`config.mk`:
```
export PLATFORM = sky130hd
export DESIGN_NAME = i2s_ml_master
export DESIGN_NICKNAME = d
export VERILOG_FILES = /design/src/rtl/i2s_ml_pkg.sv /design/src/rtl/i2s_ml_clkgen.sv /design/src/rtl/i2s_ml_tx.sv /design/src/rtl/i2s_ml_rx.sv /design/src/rtl/i2s_ml_master.sv
export SDC_FILE = /design/constraint.sdc
export NUM_CORES = 2
export LEC_CHECK = 0
export CORE_AREA = 2 2 413 415
export DETAILED_ROUTE_END_ITERATION = 8
export DIE_AREA = 0 0 415 417
export GPL_TIMING_DRIVEN = 0
export HOLD_SLACK_MARGIN = 0.03
export PLACE_DENSITY = 0.66
export SYNTH_ARGS = -nofsm -noshare
export SYNTH_HDL_FRONTEND = slang
export SYNTH_SLANG_ARGS = --single-unit
```
`constraint.sdc`:
```
create_clock -name clk -period 6 [get_ports clk]
set_clock_uncertainty 0.2 [all_clocks]
set_input_delay 0.6 -clock clk [delete_from_list [all_inputs] [get_ports clk]]
set_output_delay 0.6 -clock clk [all_outputs]
set_load 0.02 [all_outputs]
```
`src/rtl/i2s_ml_pkg.sv`:
```
package i2s_ml_pkg;

    localparam int SLOT_W          = 32;
    localparam int FRAME_BITS      = 2 * SLOT_W;
    localparam int LINES_PER_GROUP = 4;
    localparam int CH_PER_LINE     = 2;
    localparam int BPOS_W          = $clog2(FRAME_BITS);
    localparam int SB_W            = $clog2(SLOT_W);

    typedef logic [BPOS_W-1:0] bpos_t;

    // Restart point: two periods before the first left MSB.
    localparam bpos_t BPOS_START = bpos_t'(FRAME_BITS - 2);
    localparam bpos_t BPOS_LAST  = bpos_t'(FRAME_BITS - 1);

    typedef enum logic [1:0] {ST_HALT, ST_START, ST_RUN} run_state_e;

    typedef struct packed {
        logic tick;   // bit clock falls at this edge
        logic rise;   // bit clock rises at this edge
    } bclk_ev_t;

    // Word select for a bit period: high from one period before the right MSB
    // up to one period before the next left MSB.
    function automatic logic ws_level(bpos_t k);
        return (k >= bpos_t'(SLOT_W - 1)) && (k != BPOS_LAST);
    endfunction

    function automatic logic is_right(bpos_t k);
        return k[BPOS_W-1];
    endfunction

    function automatic logic [SB_W-1:0] slot_bit(bpos_t k);
        return SB_W'(SLOT_W - 1) - k[SB_W-1:0];
    endfunction

endpackage

```
`src/rtl/i2s_ml_clkgen.sv`:
```
module i2s_ml_clkgen
    import i2s_ml_pkg::*;
#(
    parameter int DIV_W = 8
) (
    input  logic             clk,
    input  logic             restart,
    input  logic [DIV_W-1:0] div_ratio,
    output logic             bclk,
    output bclk_ev_t         ev
);

    logic [DIV_W-1:0] cnt;
    logic [DIV_W-1:0] cnt_nxt;
    logic [DIV_W-1:0] ratio_eff;
    logic [DIV_W-1:0] half;

    always_comb begin
        ratio_eff = (div_ratio < DIV_W'(2)) ? DIV_W'(2) : div_ratio;
        half      = ratio_eff >> 1;
        ev.tick   = (cnt >= ratio_eff - DIV_W'(1));
        cnt_nxt   = ev.tick ? '0 : cnt + DIV_W'(1);
        ev.rise   = (cnt_nxt == half);
    end

    always_ff @(posedge clk) begin
        if (restart) begin
            cnt  <= '0;
            bclk <= 1'b0;
        end else begin
            cnt  <= cnt_nxt;
            bclk <= (cnt_nxt >= half);
        end
    end

endmodule

```
`src/rtl/i2s_ml_tx.sv`:
```
module i2s_ml_tx
    import i2s_ml_pkg::*;
#(
    parameter int NUM_LINES = 8
) (
    input  logic                                    clk,
    input  logic                                    restart,
    input  logic                                    tick,
    input  logic                                    load,
    input  logic                                    tx_valid,
    input  logic [NUM_LINES*CH_PER_LINE*SLOT_W-1:0] tx_samples,
    output logic [NUM_LINES-1:0]                    sdout
);

    for (genvar n = 0; n < NUM_LINES; n++) begin : g_line
        localparam int CH_L = CH_PER_LINE * n;
        localparam int CH_R = CH_PER_LINE * n + 1;

        logic [FRAME_BITS-1:0] sr;

        always_ff @(posedge clk) begin
            if (restart) begin
                sr <= '0;
            end else if (load) begin
                sr <= tx_valid ? {tx_samples[CH_L*SLOT_W +: SLOT_W],
                                  tx_samples[CH_R*SLOT_W +: SLOT_W]} : '0;
            end else if (tick) begin
                sr <= {sr[FRAME_BITS-2:0], 1'b0};
            end
        end

        assign sdout[n] = sr[FRAME_BITS-1];
    end

endmodule

```
`src/rtl/i2s_ml_rx.sv`:
```
module i2s_ml_rx
    import i2s_ml_pkg::*;
#(
    parameter int NUM_LINES = 8
) (
    input  logic                                    clk,
    input  logic                                    rst,
    input  logic                                    restart,
    input  logic                                    rise,
    input  logic                                    swap,
    input  bpos_t                                   bpos,
    input  logic [NUM_LINES-1:0]                    sdin,
    output logic [NUM_LINES*CH_PER_LINE*SLOT_W-1:0] rx_samples,
    output logic                                    rx_valid
);

    localparam int VEC_W = NUM_LINES * CH_PER_LINE * SLOT_W;

    logic [1:0][VEC_W-1:0] pp;
    logic                  wr_sel;
    logic                  seen;

    always_ff @(posedge clk) begin
        if (rst) begin
            pp       <= '0;
            wr_sel   <= 1'b0;
            seen     <= 1'b0;
            rx_valid <= 1'b0;
        end else if (restart) begin
            seen     <= 1'b0;
            rx_valid <= 1'b0;
        end else begin
            if (rise) begin
                for (int n = 0; n < NUM_LINES; n++) begin
                    pp[wr_sel][(CH_PER_LINE*n + int'(is_right(bpos)))*SLOT_W
                               + int'(slot_bit(bpos))] <= sdin[n];
                end
            end
            if (swap) begin
                wr_sel   <= ~wr_sel;
                seen     <= 1'b1;
                rx_valid <= seen;
            end
        end
    end

    assign rx_samples = pp[~wr_sel];

endmodule

```
`src/rtl/i2s_ml_master.sv`:
```
module i2s_ml_master
    import i2s_ml_pkg::*;
#(
    parameter int NUM_GROUPS = 2,
    parameter int RX_GROUPS  = 2,
    parameter int DIV_W      = 8,
    localparam int NUM_LINES = NUM_GROUPS * LINES_PER_GROUP,
    localparam int VEC_W     = NUM_LINES * CH_PER_LINE * SLOT_W
) (
    input  logic                 clk,
    input  logic                 rst,
    input  logic [DIV_W-1:0]     div_ratio,
    input  logic                 halt_cmd,
    input  logic [VEC_W-1:0]     tx_samples,
    input  logic                 tx_valid,
    output logic                 frame_strobe,
    output logic [VEC_W-1:0]     rx_samples,
    output logic                 rx_valid,
    output logic                 bclk,
    output logic                 lrclk,
    output logic [NUM_LINES-1:0] sdout,
    input  logic [NUM_LINES-1:0] sdin
);

    if (RX_GROUPS != NUM_GROUPS) begin : g_cfg_bad
        $error("input and output line group counts must match");
    end

    logic       restart;
    logic       frame_start;
    run_state_e st;
    bpos_t      bpos;
    bclk_ev_t   ev;

    assign restart     = rst || halt_cmd;
    assign frame_start = ev.tick && (bpos == BPOS_LAST);

    i2s_ml_clkgen #(.DIV_W(DIV_W)) u_clkgen (
        .clk       (clk),
        .restart   (restart),
        .div_ratio (div_ratio),
        .bclk      (bclk),
        .ev        (ev)
    );

    always_ff @(posedge clk) begin
        if (rst) begin
            st <= ST_START;
        end else if (halt_cmd) begin
            st <= ST_HALT;
        end else begin
            case (st)
                ST_HALT:  st <= ST_START;
                ST_START: st <= ST_RUN;
                default:  st <= ST_RUN;
            endcase
        end
    end

    always_ff @(posedge clk) begin
        if (restart) begin
            bpos         <= BPOS_START;
            frame_strobe <= 1'b0;
        end else begin
            if (ev.tick) bpos <= bpos + bpos_t'(1);
            frame_strobe <= frame_start;
        end
    end

    assign lrclk = (st != ST_HALT) && ws_level(bpos);

    i2s_ml_tx #(.NUM_LINES(NUM_LINES)) u_tx (
        .clk        (clk),
        .restart    (restart),
        .tick       (ev.tick),
        .load       (frame_start),
        .tx_valid   (tx_valid),
        .tx_samples (tx_samples),
        .sdout      (sdout)
    );

    i2s_ml_rx #(.NUM_LINES(NUM_LINES)) u_rx (
        .clk        (clk),
        .rst        (rst),
        .restart    (halt_cmd),
        .rise       (ev.rise),
        .swap       (frame_start),
        .bpos       (bpos),
        .sdin       (sdin),
        .rx_samples (rx_samples),
        .rx_valid   (rx_valid)
    );

    // Checks are off until one clean running cycle has passed after a restart.
    logic chk_off;
    assign chk_off = rst || (st != ST_RUN);

    assert_strobe_on_bclk_fall_R4: assert property (@(posedge clk) disable iff (chk_off)
        frame_strobe |-> $fell(bclk))
        else $error("frame strobe not on a falling bit clock");

    assert_ws_leads_msb_R3: assert property (@(posedge clk) disable iff (chk_off)
        frame_strobe |-> (!lrclk && $past(!lrclk)))
        else $error("word select did not lead the left MSB");

    assert_ws_moves_on_fall_R3: assert property (@(posedge clk) disable iff (chk_off)
        !$fell(bclk) |-> $stable(lrclk))
        else $error("word select moved off a falling bit clock");

    assert_data_moves_on_fall_R2: assert property (@(posedge clk) disable iff (chk_off)
        !$fell(bclk) |-> $stable(sdout))
        else $error("data moved off a falling bit clock");

    assert_rx_held_R6: assert property (@(posedge clk) disable iff (chk_off)
        !frame_strobe |-> $stable(rx_samples))
        else $error("presented input changed between strobes");

    assert_valid_with_strobe_R7: assert property (@(posedge clk) disable iff (chk_off)
        $rose(rx_valid) |-> frame_strobe)
        else $error("input valid rose away from a strobe");

    assert_halt_quiet_R8: assert property (@(posedge clk) disable iff (rst)
        halt_cmd |=> (!bclk && !lrclk && (sdout == '0)))
        else $error("bus not silent during halt");

endmodule

```
## Word level (Yosys, flattened, before mapping)

Cells that the tools add are included.

- Register bits after elaboration: 1,557
- Input bits: 532
- Output and inout bits: 524
- Logic and storage cells: 155

- $add $sub $neg: 19
- $lt $le $gt $ge: 23
- Equal/unequal tests: 3
- Muxes and demuxes: 70
- Bitwise operators: 2
- Reductions and logical operators: 19

Operator list:

| kind | number |
|---|---|
| $bwmux 1024 | 8 |
| $mux 512 | 10 |
| $demux 512 s1 | 8 |
| $mux 64 | 24 |
| $ge 32x1->1 const B | 8 |
| $lt 32x11->1 const B | 8 |
| $add 32x6->32 | 7 |
| $demux 1 s9 | 8 |
| $add 4x1->5 const A | 4 |
| $mux 8 | 2 |
| $logic_and 1x1->1 | 12 |
| $mux 1 | 9 |
| $add 3x1->4 const A | 2 |
| $add 8x1->8 const B | 1 |
| $eq 8x7->1 | 1 |
| $ge 8x7->1 | 1 |
| $ge 8x8->1 | 1 |
| $lt 8x2->1 const B | 1 |
| $sub 8x1->8 const B | 1 |
| $add 6x5->7 | 1 |
| $add 6x1->6 const B | 1 |
| $eq 6x6->1 const B | 1 |
| $ge 6x5->1 const B | 1 |
| $ne 6x6->1 const B | 1 |
| 11 further kinds | 15 |

## Longest topological paths before layout

- Depth after elaboration: 16
- Gate-level depth with buffers: 24
- Mapped depth without buffers: 18

## By module

A second synthesis with hierarchy kept.

- Cell total of the unflattened synthesis: 6,563
- Area total of the unflattened synthesis: 72,766.0 um2

Modules (own cells, without submodules):

| module | instances | cells an instance | area each (um2) |
|---|---|---|---|
| i2s_ml_rx | 1 | 4,076 | 46,474.6 |
| i2s_ml_tx | 1 | 2,341 | 25,001.5 |
| i2s_ml_clkgen | 1 | 106 | 909.6 |
| i2s_ml_master | 1 | 40 | 380.4 |

## Least setup slack after synthesis

No wires, ideal clock.

- Path kind: input -> register
- Start: input port div_ratio[4]
- End: register u_rx.pp[118] in the netlist's numbering
- Arrival: 5,601 ps
- Required time: 5,672 ps
- Path slack: 72 ps
- Stages on the path: 23
- Path buffers: 6
- Cell sequence: nor4_1 > nand3_1 > o21ai_0 > ha_1 > nand2_1 > xnor2_1 > ha_1 > o211a_1 > a211oi_1 > o31ai_1 > buf_6 > buf_6 > buf_2 > clkbuf_1 > buf_2 > nor2_1 > ha_1 > nand4_4 > buf_6 > nor4_4 > o2111ai_4 > mux2i_1 > nor2_1

- Cells in the longest elaborated chain, start to end: 7

RTL lines:

| what | line | RTL |
|---|---|---|
| start, declared | i2s_ml_master.sv:12 | `input logic [DIV_W-1:0] div_ratio,` |
| $lt 8x2->1 | i2s_ml_clkgen.sv:19 | `ratio_eff = (div_ratio < DIV_W'(2)) ? DIV_W'(2) : div_ratio;` |
| $mux 8 * | i2s_ml_clkgen.sv:19 |  |
| $sub 8x1->8 * | i2s_ml_clkgen.sv:21 | `ev.tick = (cnt >= ratio_eff - DIV_W'(1));` |
| $ge 8x8->1 * | i2s_ml_clkgen.sv:21 |  |
| $mux 8 * | i2s_ml_clkgen.sv:22 | `cnt_nxt = ev.tick ? '0 : cnt + DIV_W'(1);` |
| net u_clkgen.cnt_nxt[2] | i2s_ml_clkgen.sv:14 | `logic [DIV_W-1:0] cnt_nxt;` |
| $eq 8x7->1 * | i2s_ml_clkgen.sv:23 | `ev.rise = (cnt_nxt == half);` |
| $reduce_and 2->1 (no line) * | -- |  |
| end signal, assigned | i2s_ml_rx.sv:25 | `pp <= '0;` |
| end, declared | i2s_ml_rx.sv:19 | `logic [1:0][VEC_W-1:0] pp;` |

The timed path passes the listed nets; every way through them passes the cells marked *.
A chain may end at the register's enable or synchronous reset.

## Worst setup path after layout

- Start: register u_rx.wr_sel
- End: output port rx_samples[254]

- Cells in the longest elaborated chain, start to end: 2

RTL lines:

| what | line | RTL |
|---|---|---|
| start, declared | i2s_ml_rx.sv:20 | `logic wr_sel;` |
| start signal, assigned | i2s_ml_rx.sv:40 | `wr_sel <= ~wr_sel;` |
| $mux 512 (not written as such) (2 in a row) | i2s_ml_rx.sv:47 | `assign rx_samples = pp[~wr_sel];` |
| end, declared | i2s_ml_master.sv:17 | `output logic [VEC_W-1:0] rx_samples,` |

No other way between the ends. The select of a mux whose other input is x is not followed.

==> results.toml <==
[outcome]
outcome = "finished with violations"
violations = "max-capacitance violations, max-slew violations"

[clock_tree]
cts_buffers = 166
cts_tree = "done"
clk_pin_slew_ns = 0.06
h-tree-depth = 4
clockBufferDepth = 3
clock_latency_ns = 0.81
clock_sinks = 1557
hold_buffers = 0
cts_root_buf = "clkbuf_16"

[global_routing]
grt_max_degree = 20
grt_pass1_wl_um = 415000
overflow = 0
grt_pass1_vias = 59400
track_usage_pct = 32.4
antenna_found_initial = 84

[floorplanning]
die_area_um2 = 173000
core_um2 = 169000
die_w_um = 415
io-pin-count = 1056
rows = 151
initial_core_util_pct = 40.8
die_h_um = 417

[placement]
dpl.hpwl_um = 219000
place_ws_ns = -3.01
post-place-cells = 10400
place_congestion = 0.957
numPortBuffers = 1045
dpl-instance-area_um2 = 82000

[yosys]
synthTopCellsByCount = "dfxtp_1, nor2_1, mux2i_1"
ys_warn_count = 0
synthTopCellsByArea = "dfxtp_1, mux2i_1, nor2_1"
yosysTopAreaCellShare_pct = 45.4
ys_seq_area_share_pct = 45.4
ys_async_sr_fraction_pct = 0
syn_area_um2 = 68700
synth-edff-count = 0
syn_nets = 7721
synth_flop_cell = "dfxtp_1"
syn_area_per_cell_um2 = 9.58
synthCells = 7171
synth_top_area_cell = "dfxtp_1"
ys_ff_latch = 1557
ys_types = 61

[worst_hold_path]
min_path_type = "in -> reg"
whs_path_depth = 2
min_delay_worst_endpoint = "u_tx.g_line[1].sr[0]$_SDFFE_PP0P_"
hp-start = "tx_samples[96]"

[worst_setup_path]
worst_r2r_path_depth = 18
crit_fanout = 10
worst-setup-path-type = "reg -> out"
start_kind = "flip-flop"
crit_chain = "buf_4 > clkbuf_1 > buf_2 > clkbuf_1 > mux2_2 > clkdlybuf4s50_1"
r2r_slack_ns = 1.21
worstPathArrival_ns = 5.15
worstPathRequired_ns = 5.20
worst_setup_path_end_kind = "output port"
r2r_end = "u_rx.pp[91]$_SDFFE_PP0P_"
slowest_delay_ns = 0.81
cp_common_cell = "clkbuf_1"
cp_slowest_cell = "buf_2"
regToRegStartpoint = "u_clkgen.cnt[0]$_SDFF_PP0_"

[timing]
slew_headroom_pct = -1.15
finalHoldViolations = 0
worstMarginPinSlew_ns = 1.52
finalWorstSetupSlack_ns = 0.0517
setup_viol = 0
maxSlewViolCount = 11
post-route-period-util_pct = 99.1
layout_min_cycle_time_ns = 5.95
max_freq_ghz = 0.168

[pwr]
seqPwrFrac_pct = 46.7
switchingPower_mw = 5.27
intPower_mw = 16.9
clkPwrFrac_pct = 48.2
vdd_drop_max_mv = 0.261
total_power_mw = 22.2
sw_frac_of_total_pct = 23.7
p_per_area_nw_per_um2 = 248
leakage_nw = 35.4
pwr-share-comb_pct = 5.2

[final_layout]
nFillCells = 15000
multi_input_area_um2 = 35200
finalNonFillerCells = 10900
drive_gt1_share_pct = 13.6
fin_area_um2 = 89600
ff_latch_area_um2 = 31200
syn_to_final_growth_pct = 30.4
final_util_pct = 53.2
final_nets = 9027

[route]
wl_um = 295000
via_per_inst = 5.67
drt_iter0_markers = 5743
firstDrtPassIters = 6
ant_nets = 0
via_count = 61800
wl_per_cell_um = 27.1
drc = 0

[flow_run]
cap_viol_max_count = 1
==> power groups by stage <==
| stage | clock, mW | sequential [mW] | combinational (mW) |
|---|---|---|---|
| after detailed placement | 0 | 10.6 | 1.12 |
| after CTS | 10.8 | 10.4 | 1.13 |
| after floorplan | 0 | 10.6 | 0.396 |
| after global routing | 11.2 | 10.4 | 1.19 |
| after global placement | 0 | 10.6 | 1.11 |
| final | 10.7 | 10.4 | 1.15 |
==> layout make-up <==
type                            count  share of cell area [%]
Tap cell                         2218                    3.10
Antenna cell                       68                   0.190
Multi-Input combinational cell   4916                    39.3
Clock buffer                      243                    5.37
Buffer                            685                    3.29
Clock inverter                     54                   0.927
Inverter                           11                  0.0461
Sequential cell                  1557                    34.8
Timing Repair Buffer             1140                    13.0
==> state kept, by name, summed over array words and instances (netlist names) <==
| name | count |
|---|---|
| st | 2 |
| frame_strobe | 1 |
| u_clkgen.bclk | 1 |
| u_clkgen.cnt | 8 |
| u_rx.wr_sel | 1 |
| u_tx.g_line.sr | 512 |
| u_rx.pp | 1024 |
| bpos | 6 |
| u_rx.seen | 1 |
| u_rx.rx_valid | 1 |
==> per-stage QoR <==
step                TNS (ns)  hold slack (ns)
finish                     0            0.194
global route        -0.00589            0.166
CTS                        0            0.132
detailed placement  -2555.33            0.264
global placement    -2609.27            0.249
floorplan                  0            0.236
==> layer usage <==
layer  GRT usage [%]  wire (um)  up-vias  share of wire, %
met5               0        207        -             0.070
met4            22.7      22700       32               7.7
met3            6.02      21300      725               7.2
met2            54.1     140000     2903                47
met1            37.6     111000    30200                38
li1                -          -    27900                 -
==> critical path: cells and delay by family (launching register included) <==
family                 cells  cell delay, ns
buffers and inverters      5            3.30
multiplexers               1            0.42
flip-flops                 1            0.58
==> cells in the final DEF, fill, tap and decap left out, types with 88 or more instances in the layout <==
cell type / count
buf_2: 88
a311oi_1: 504
nor2_1: 1556
mux2i_1: 1024
clkbuf_16: 168
clkdlybuf4s50_1: 1045
mux2_2: 512
dfxtp_1: 1557
clkbuf_1: 568
nand3_1: 515
nand2_1: 541
==> repair_timing <==
item / in CTS / in global routing
endpoints found under the setup margin: 1035 / 1027
resized for setup: 83 / 14
setup buffers: 80 / 12
pin swaps: 22 / 4
==> worst max path at each step <==
stage	cells past startpoint	to	from	slack [ns]
finish	6	rx_samples[254]	u_rx.wr_sel$_SDFFE_PP0P_	0.05
global route	24	u_rx.pp[170]$_SDFFE_PP0P_	div_ratio[5]	-0.003
CTS	6	rx_samples[254]	u_rx.wr_sel$_SDFFE_PP0P_	0.02
detailed placement	24	u_rx.pp[23]$_SDFFE_PP0P_	div_ratio[5]	-3.01
global placement	24	u_rx.pp[279]$_SDFFE_PP0P_	div_ratio[5]	-3.12
floorplan	23	u_rx.pp[118]$_SDFFE_PP0P_	div_ratio[4]	0.07
==> cells by family (layout without fill, tap and decap cells) <==
family                   count (synthesis)  after routing  synth area share [%]
AO/OA/AOI/OAI                          662            662                  10.4
XOR/XNOR                                17             17                 0.228
adder cells (fa/ha/maj)                 18             18                 0.328
buffers and inverters                  698           2133                  4.23
flip-flops                            1557           1557                  45.4
multiplexers                          1536           1536                  23.3
other                                    0             68                     0
AND/OR/NAND/NOR                       2683           2683                  16.2
Note: power is estimated with default switching activity, not from simulation.
